`src/rtl/i2c_regif_pkg.sv`:
```
package i2c_regif_pkg;

    localparam int BYTE_W = 8;
    localparam int CNT_W  = 4;

    // Rising SCL edges counted within one byte frame.
    localparam logic [CNT_W-1:0] CNT_DATA_DONE = 4'd8;
    localparam logic [CNT_W-1:0] CNT_ACK_DONE  = 4'd9;

    typedef enum logic [2:0] {
        ST_IDLE,
        ST_DEVADDR,
        ST_REGADDR,
        ST_WDATA,
        ST_RDATA,
        ST_IGNORE
    } slv_state_e;

    typedef struct packed {
        logic start;
        logic stop;
        logic scl_rise;
        logic scl_fall;
        logic sda;
        logic scl;
    } bus_evt_t;

    function automatic logic dev_match(input logic [BYTE_W-1:0] b,
                                       input logic [6:0] dev);
        return b[BYTE_W-1:1] == dev;
    endfunction

endpackage

```
`src/rtl/i2c_line_cond.sv`:
```
module i2c_line_cond
    import i2c_regif_pkg::*;
#(
    parameter int SYNC_STAGES = 2
) (
    input  logic     clk,
    input  logic     rst,
    input  logic     scl_i,
    input  logic     sda_i,
    output bus_evt_t evt
);

    logic [SYNC_STAGES-1:0] scl_sh;
    logic [SYNC_STAGES-1:0] sda_sh;
    logic                   scl_p;
    logic                   sda_p;
    logic                   scl_now;
    logic                   sda_now;

    generate
        if (SYNC_STAGES == 1) begin : g_single
            always_ff @(posedge clk) begin
                if (rst) begin
                    scl_sh <= '1;
                    sda_sh <= '1;
                end else begin
                    scl_sh <= scl_i;
                    sda_sh <= sda_i;
                end
            end
        end else begin : g_chain
            always_ff @(posedge clk) begin
                if (rst) begin
                    scl_sh <= '1;
                    sda_sh <= '1;
                end else begin
                    scl_sh <= {scl_sh[SYNC_STAGES-2:0], scl_i};
                    sda_sh <= {sda_sh[SYNC_STAGES-2:0], sda_i};
                end
            end
        end
    endgenerate

    assign scl_now = scl_sh[SYNC_STAGES-1];
    assign sda_now = sda_sh[SYNC_STAGES-1];

    always_ff @(posedge clk) begin
        if (rst) begin
            scl_p <= 1'b1;
            sda_p <= 1'b1;
        end else begin
            scl_p <= scl_now;
            sda_p <= sda_now;
        end
    end

    always_comb begin
        evt.scl      = scl_now;
        evt.sda      = sda_now;
        evt.scl_rise = scl_now & ~scl_p;
        evt.scl_fall = ~scl_now & scl_p;
        evt.start    = scl_now & scl_p & sda_p & ~sda_now;
        evt.stop     = scl_now & scl_p & ~sda_p & sda_now;
    end

endmodule

```
`src/rtl/i2c_regif_fsm.sv`:
```
module i2c_regif_fsm
    import i2c_regif_pkg::*;
#(
    parameter logic [6:0] DEV_ADDR = 7'h4A
) (
    input  logic              clk,
    input  logic              rst,
    input  bus_evt_t          evt,
    input  logic [BYTE_W-1:0] reg_rdata,
    input  logic              reg_addr_ok,
    output logic              sda_oe,
    output logic [BYTE_W-1:0] reg_addr,
    output logic [BYTE_W-1:0] reg_wdata,
    output logic              reg_we
);

    slv_state_e        state;
    logic [CNT_W-1:0]  cnt;
    logic [BYTE_W-1:0] rx_sh;
    logic [BYTE_W-1:0] tx_sh;
    logic [BYTE_W-1:0] index;
    logic              rd_dir;
    logic              m_nack;
    logic [2:0]        tx_sel;

    // The bank is asked about the incoming byte while it is being judged as an index.
    assign reg_addr  = (state == ST_REGADDR) ? rx_sh : index;
    assign reg_wdata = rx_sh;
    assign tx_sel    = 3'(BYTE_W - 1) - cnt[2:0];

    always_ff @(posedge clk) begin
        if (rst) begin
            state  <= ST_IDLE;
            cnt    <= '0;
            rx_sh  <= '0;
            tx_sh  <= '0;
            index  <= '0;
            rd_dir <= 1'b0;
            m_nack <= 1'b0;
            sda_oe <= 1'b0;
            reg_we <= 1'b0;
        end else begin
            reg_we <= 1'b0;
            if (evt.start) begin
                state  <= ST_DEVADDR;
                cnt    <= '0;
                sda_oe <= 1'b0;
            end else if (evt.stop) begin
                state  <= ST_IDLE;
                cnt    <= '0;
                sda_oe <= 1'b0;
            end else if (evt.scl_rise) begin
                if (state != ST_IDLE && state != ST_IGNORE) begin
                    cnt <= cnt + 4'd1;
                    if (state == ST_RDATA) begin
                        if (cnt == CNT_DATA_DONE) m_nack <= evt.sda;
                    end else if (cnt < CNT_DATA_DONE) begin
                        rx_sh <= {rx_sh[BYTE_W-2:0], evt.sda};
                    end
                end
            end else if (evt.scl_fall) begin
                if (cnt == CNT_DATA_DONE) begin
                    // Start of the ninth clock: decide on the acknowledge.
                    case (state)
                        ST_DEVADDR: begin
                            if (dev_match(rx_sh, DEV_ADDR) && (!rx_sh[0] || reg_addr_ok)) begin
                                sda_oe <= 1'b1;
                                rd_dir <= rx_sh[0];
                            end else begin
                                state <= ST_IGNORE;
                            end
                        end
                        ST_REGADDR: begin
                            if (reg_addr_ok) begin
                                sda_oe <= 1'b1;
                                index  <= rx_sh;
                            end else begin
                                state <= ST_IGNORE;
                            end
                        end
                        ST_WDATA: begin
                            if (reg_addr_ok) begin
                                sda_oe <= 1'b1;
                                reg_we <= 1'b1;
                            end else begin
                                state <= ST_IGNORE;
                            end
                        end
                        ST_RDATA: begin
                            sda_oe <= 1'b0;
                            index  <= index + 8'd1;
                        end
                        default: ;
                    endcase
                end else if (cnt == CNT_ACK_DONE) begin
                    // End of the ninth clock: release and move on.
                    cnt    <= '0;
                    sda_oe <= 1'b0;
                    case (state)
                        ST_DEVADDR: begin
                            if (rd_dir) begin
                                state  <= ST_RDATA;
                                tx_sh  <= reg_rdata;
                                sda_oe <= ~reg_rdata[BYTE_W-1];
                            end else begin
                                state <= ST_REGADDR;
                            end
                        end
                        ST_REGADDR: state <= ST_WDATA;
                        ST_WDATA:   index <= index + 8'd1;
                        ST_RDATA: begin
                            if (m_nack) begin
                                state <= ST_IGNORE;
                            end else begin
                                tx_sh  <= reg_rdata;
                                sda_oe <= ~reg_rdata[BYTE_W-1];
                            end
                        end
                        default: ;
                    endcase
                end else if (state == ST_RDATA && cnt != '0) begin
                    sda_oe <= ~tx_sh[tx_sel];
                end
            end
        end
    end

    // reset leaves the bus released and no write pending
    assert_reset_quiet_R1: assert property (@(posedge clk)
        rst |=> (!sda_oe && !reg_we));

    // the pull-down is only switched on after a falling SCL edge
    assert_oe_on_scl_low_R10: assert property (@(posedge clk) disable iff (rst)
        $rose(sda_oe) |-> $past(evt.scl_fall));

    // a write strobe lasts a single cycle
    assert_we_single_R4: assert property (@(posedge clk) disable iff (rst)
        reg_we |=> !reg_we);

    // no strobe toward an undefined register
    assert_we_defined_R6: assert property (@(posedge clk) disable iff (rst)
        reg_we |-> reg_addr_ok);

    // stop drops to idle and releases SDA
    assert_stop_idle_R9: assert property (@(posedge clk) disable iff (rst)
        evt.stop |=> (state == ST_IDLE && !sda_oe));

    // start always restarts device-address reception
    assert_start_addr_R9: assert property (@(posedge clk) disable iff (rst)
        evt.start |=> (state == ST_DEVADDR && cnt == '0));

    // an unaddressed slave never pulls SDA
    assert_ignore_quiet_R2: assert property (@(posedge clk) disable iff (rst)
        (state == ST_IGNORE) |-> !sda_oe);

endmodule

```
`src/rtl/i2c_regif_slave.sv`:
```
module i2c_regif_slave
    import i2c_regif_pkg::*;
#(
    parameter logic [6:0] DEV_ADDR    = 7'h4A,
    parameter int          SYNC_STAGES = 2
) (
    input  logic       clk,
    input  logic       rst,
    input  logic       scl_i,
    input  logic       sda_i,
    output logic       sda_oe,
    output logic [7:0] reg_addr,
    output logic [7:0] reg_wdata,
    output logic       reg_we,
    input  logic [7:0] reg_rdata,
    input  logic       reg_addr_ok
);

    bus_evt_t evt;

    i2c_line_cond #(
        .SYNC_STAGES(SYNC_STAGES)
    ) u_cond (
        .clk  (clk),
        .rst  (rst),
        .scl_i(scl_i),
        .sda_i(sda_i),
        .evt  (evt)
    );

    i2c_regif_fsm #(
        .DEV_ADDR(DEV_ADDR)
    ) u_fsm (
        .clk        (clk),
        .rst        (rst),
        .evt        (evt),
        .reg_rdata  (reg_rdata),
        .reg_addr_ok(reg_addr_ok),
        .sda_oe     (sda_oe),
        .reg_addr   (reg_addr),
        .reg_wdata  (reg_wdata),
        .reg_we     (reg_we)
    );

endmodule

```
`config.mk`:
```
export PLATFORM = sky130hd
export DESIGN_NAME = i2c_regif_slave
export DESIGN_NICKNAME = d
export VERILOG_FILES = /design/src/rtl/i2c_regif_pkg.sv /design/src/rtl/i2c_line_cond.sv /design/src/rtl/i2c_regif_fsm.sv /design/src/rtl/i2c_regif_slave.sv
export SDC_FILE = /design/constraint.sdc
export NUM_CORES = 1
export LEC_CHECK = 0
export BUFFER_PORTS_ARGS = -buffer_cell sky130_fd_sc_hd__buf_4
export CAP_MARGIN = 25
export CORE_MARGIN = 5
export CORE_UTILIZATION = 50
export DETAILED_ROUTE_END_ITERATION = 7
export MAX_ROUTING_LAYER = met4
export PLACE_DENSITY_LB_ADDON = 0.05
export SLEW_MARGIN = 20
export SYNTH_ARGS = -nofsm -noshare
export SYNTH_HDL_FRONTEND = slang
export SYNTH_SLANG_ARGS = --single-unit
export TNS_END_PERCENT = 5
```
`constraint.sdc`:
```
create_clock -name clk -period 2.3 [get_ports clk]
set_input_delay 0.115 -clock clk [delete_from_list [all_inputs] [get_ports clk]]
set_output_delay 0.115 -clock clk [all_outputs]
set_load 0.02 [all_outputs]
```
==> flow_metrics.tcl <==
set metrics [dict create \
    hold_path.class "input pin to flip-flop" \
    wl_um 5550 \
    n_antenna_cell 0 \
    grt_usage 0.189 \
    fill_cells 444 \
    grt_pass1_vias 1873 \
    holdCritStartpoint "reg_rdata[4]" \
    path_clk_slew_ns 0.08 \
    p_total_mw 1.37 \
    instances_no_fill 372 \
    dp_hpwl_um 4040 \
    drt_iter0_drc 190 \
    fin_nets 326 \
    power_frac_clock 0.431 \
    grt_max_degree 39 \
    crit_fanout 14 \
    yosys_most_used_dff "dfxtp_1" \
    sw_frac_of_total 0.219 \
    synth_nets 291 \
    arrival_ns 2.32 \
    max_cap_violations 0 \
    finalWorstPathRequiredPeriod_ns 2.13 \
    synth.largest_area_cell "dfxtp_1" \
    critPathKind "flip-flop to flip-flop" \
    synth_top_cells_by_area "dfxtp_1 33%, mux2i_1 8.2%, nor2_1 5.3%" \
    crit-reg2reg-launch "u_fsm.cnt[1]" \
    gp_congestion 0.852 \
    worstSetupStartpointType "flip-flop" \
    yosysSeqAreaShare 0.334 \
    antenna_found_initial 0 \
    grt_pass1_wl_um 9230 \
    final_common_cell "dfxtp_1" \
    hold_viol 0 \
    multi_input_area_um2 1520 \
    skew_ns 0.00276 \
    final_cell_mix "41 x dfxtp_1, 40 x buf_4, 35 x nor2_1" \
    p_leak_nw 1.20 \
    hold_end "u_fsm.tx_sh[4]" \
    ys_warn_count 0 \
    synth-async-reset-ratio 0 \
    slew_violations 0 \
    io_buffers 30 \
    setup_viol 0 \
    setup_tns_ns 0 \
    hold_slack_ns 0.0517 \
    critPathRequiredTime_ns 2.49 \
    regToRegSetupSlack_ns 0.17 \
    clk_latency_ns 0.29 \
    cts_tree "yes" \
    final_antenna_net_count 0 \
    cts_root_buffer "clkbuf_8" \
    fin_util 0.609 \
    ios 31 \
    hold_depth 3 \
    vias_per_cell 5.55 \
    post_cts_buffers 0 \
    syn-cell-area_um2 2460 \
    r2r.worst_path.cells 6 \
    drcViolationCount 0 \
    ys_ff_latch 41 \
    powerDensity_nw_per_um2 473 \
    wire_per_inst_um 14.9 \
    worst_pin_slew_ns 0.636 \
    period_share 0.924 \
    outcome "finished, final reports clean" \
    ys_types 61 \
    p_seq_frac 0.523 \
    clock_sinks 41 \
    synth_top_area_share 0.334 \
    synth_edf_count 0 \
    synth.avg_cell_area_um2 9.13 \
    die_h_um 80.1 \
    fmax_mhz 470 \
    core_um2 4750 \
    slew_headroom 0.575 \
    critPathLaunch "u_fsm.cnt[1]" \
    die_area_um2 6410 \
    drive_gt1_frac 0.252 \
    endpoint_kind "flip-flop" \
    vias 2064 \
    cts.htree.levels 2 \
    numCtsBuffers 5 \
    rsz0062_at_grt "false" \
    r2r-end "u_fsm.index[0]" \
    die_x_um 80.1 \
    first_pass_iters 4 \
    placementRows 25 \
    comb_power_share 0.046 \
    vdd_ir_drop_max_mv 0.431 \
    initial_core_util 0.517 \
    clock_path_buffers 2 \
    p_int_mw 1.07 \
    power_switching_mw 0.301 \
    place_inst 362 \
    seq_area_um2 821 \
    area_delta_synth_final_pct 18.0 \
    syn_inst 269 \
    globalRouteOverflowTotal 0 \
]
==> cell families (layout without fill, tap and decap cells) <==
group                      count (synthesis)  after routing  synth area share
AOI/OAI and AO/OA                         49             49             0.146
xor gates and xnor gates                   4              4            0.0143
adders and majority gates                  9              9            0.0458
buffers and inverters                     24             60            0.0514
DFF                                       41             41             0.334
muxes                                     30             30             0.140
and+or+nand+nor                          112            112             0.269
==> metrics by stage <==
step                setup slack (ns)  area [um2]
floorplan                      0.333        2460
global placement               0.190        2750
detailed placement             0.157        2750
CTS                            0.132        2890
global route                  0.0275        2900
finish                         0.174        2900
==> how the worst max path moves through the flow <==
stage	to	slack, ns	cells after the start
3_5_place_dp	u_fsm.index[4]	0.16	7
2_1_floorplan	u_fsm.tx_sh[0]	0.33	7
4_1_cts	u_fsm.index[0]	0.13	6
3_3_place_gp	u_fsm.index[1]	0.19	5
5_1_grt	u_fsm.index[0]	0.03	6
6_report	u_fsm.index[0]	0.17	6
==> cell usage after synthesis, drive strengths merged (4+ instances only) <==
library cell and count:
or2 8, dfxtp 41, nor3b 5, nand3 9
nand2 10, nand3b 4, and2 5, mux2 8
nor2b 5, nor3 9, a31oi 5, o31ai 4
buf 11, a21oi 10, o21ai 13, inv 10
ha 9, nor2 36, mux2i 20, nand2b 4
==> registers in the layout, summed over array words and instances (netlist names), 2 cells and up <==
name and count:
u_fsm.reg_wdata 8, u_cond.scl_sh 2, u_cond.sda_sh 2, u_fsm.state 3, u_fsm.index 8, u_fsm.cnt 4
u_fsm.tx_sh 8
==> repair_timing <==
item / in CTS / in global routing
resized for setup: 0 / 2
hold buffers: 2 / 0
endpoints found under the setup margin: 0 / 5
hold endpoints to repair: 2 / 0
==> area by class of cell <==
cell class / count / area share
Timing Repair Buffer: 42 / 0.111
Inverter: 10 / 0.0130
Sequential cell: 41 / 0.283
Clock inverter: 3 / 0.0160
Tap cell: 67 / 0.0289
Multi-Input combinational cell: 204 / 0.525
Clock buffer: 5 / 0.0237
==> layer usage <==
| layer | track usage | routed length [um] | up-vias |
|---|---|---|---|
| li1 | - | - | 1033 |
| met1 | 0.255 | 2660 | 968 |
| met2 | 0.275 | 2500 | 54 |
| met3 | 0.0493 | 308 | 9 |
| met4 | 0.0608 | 84 | 0 |
| met5 | - | 0 | - |
==> critical path, stage by stage (launching register included) <==
cell and delay, ns:
dfxtp_1 0.42, inv_1 0.14, ha_1 0.26, o211ai_1 0.17
a2111oi_4 0.48, o21ai_4 0.18, a2111oi_2 0.37
==> power by group through the flow <==
stage          Clock [mW]  Combinational, mW  Sequential [mW]
6_report            0.590             0.0632            0.717
5_1_grt             0.644             0.0693            0.718
4_1_cts             0.609             0.0628            0.717
3_5_place_dp            0             0.0601            0.734
3_3_place_gp            0             0.0597            0.734
2_1_floorplan           0             0.0356            0.733
(Power assumes the default switching activity.)
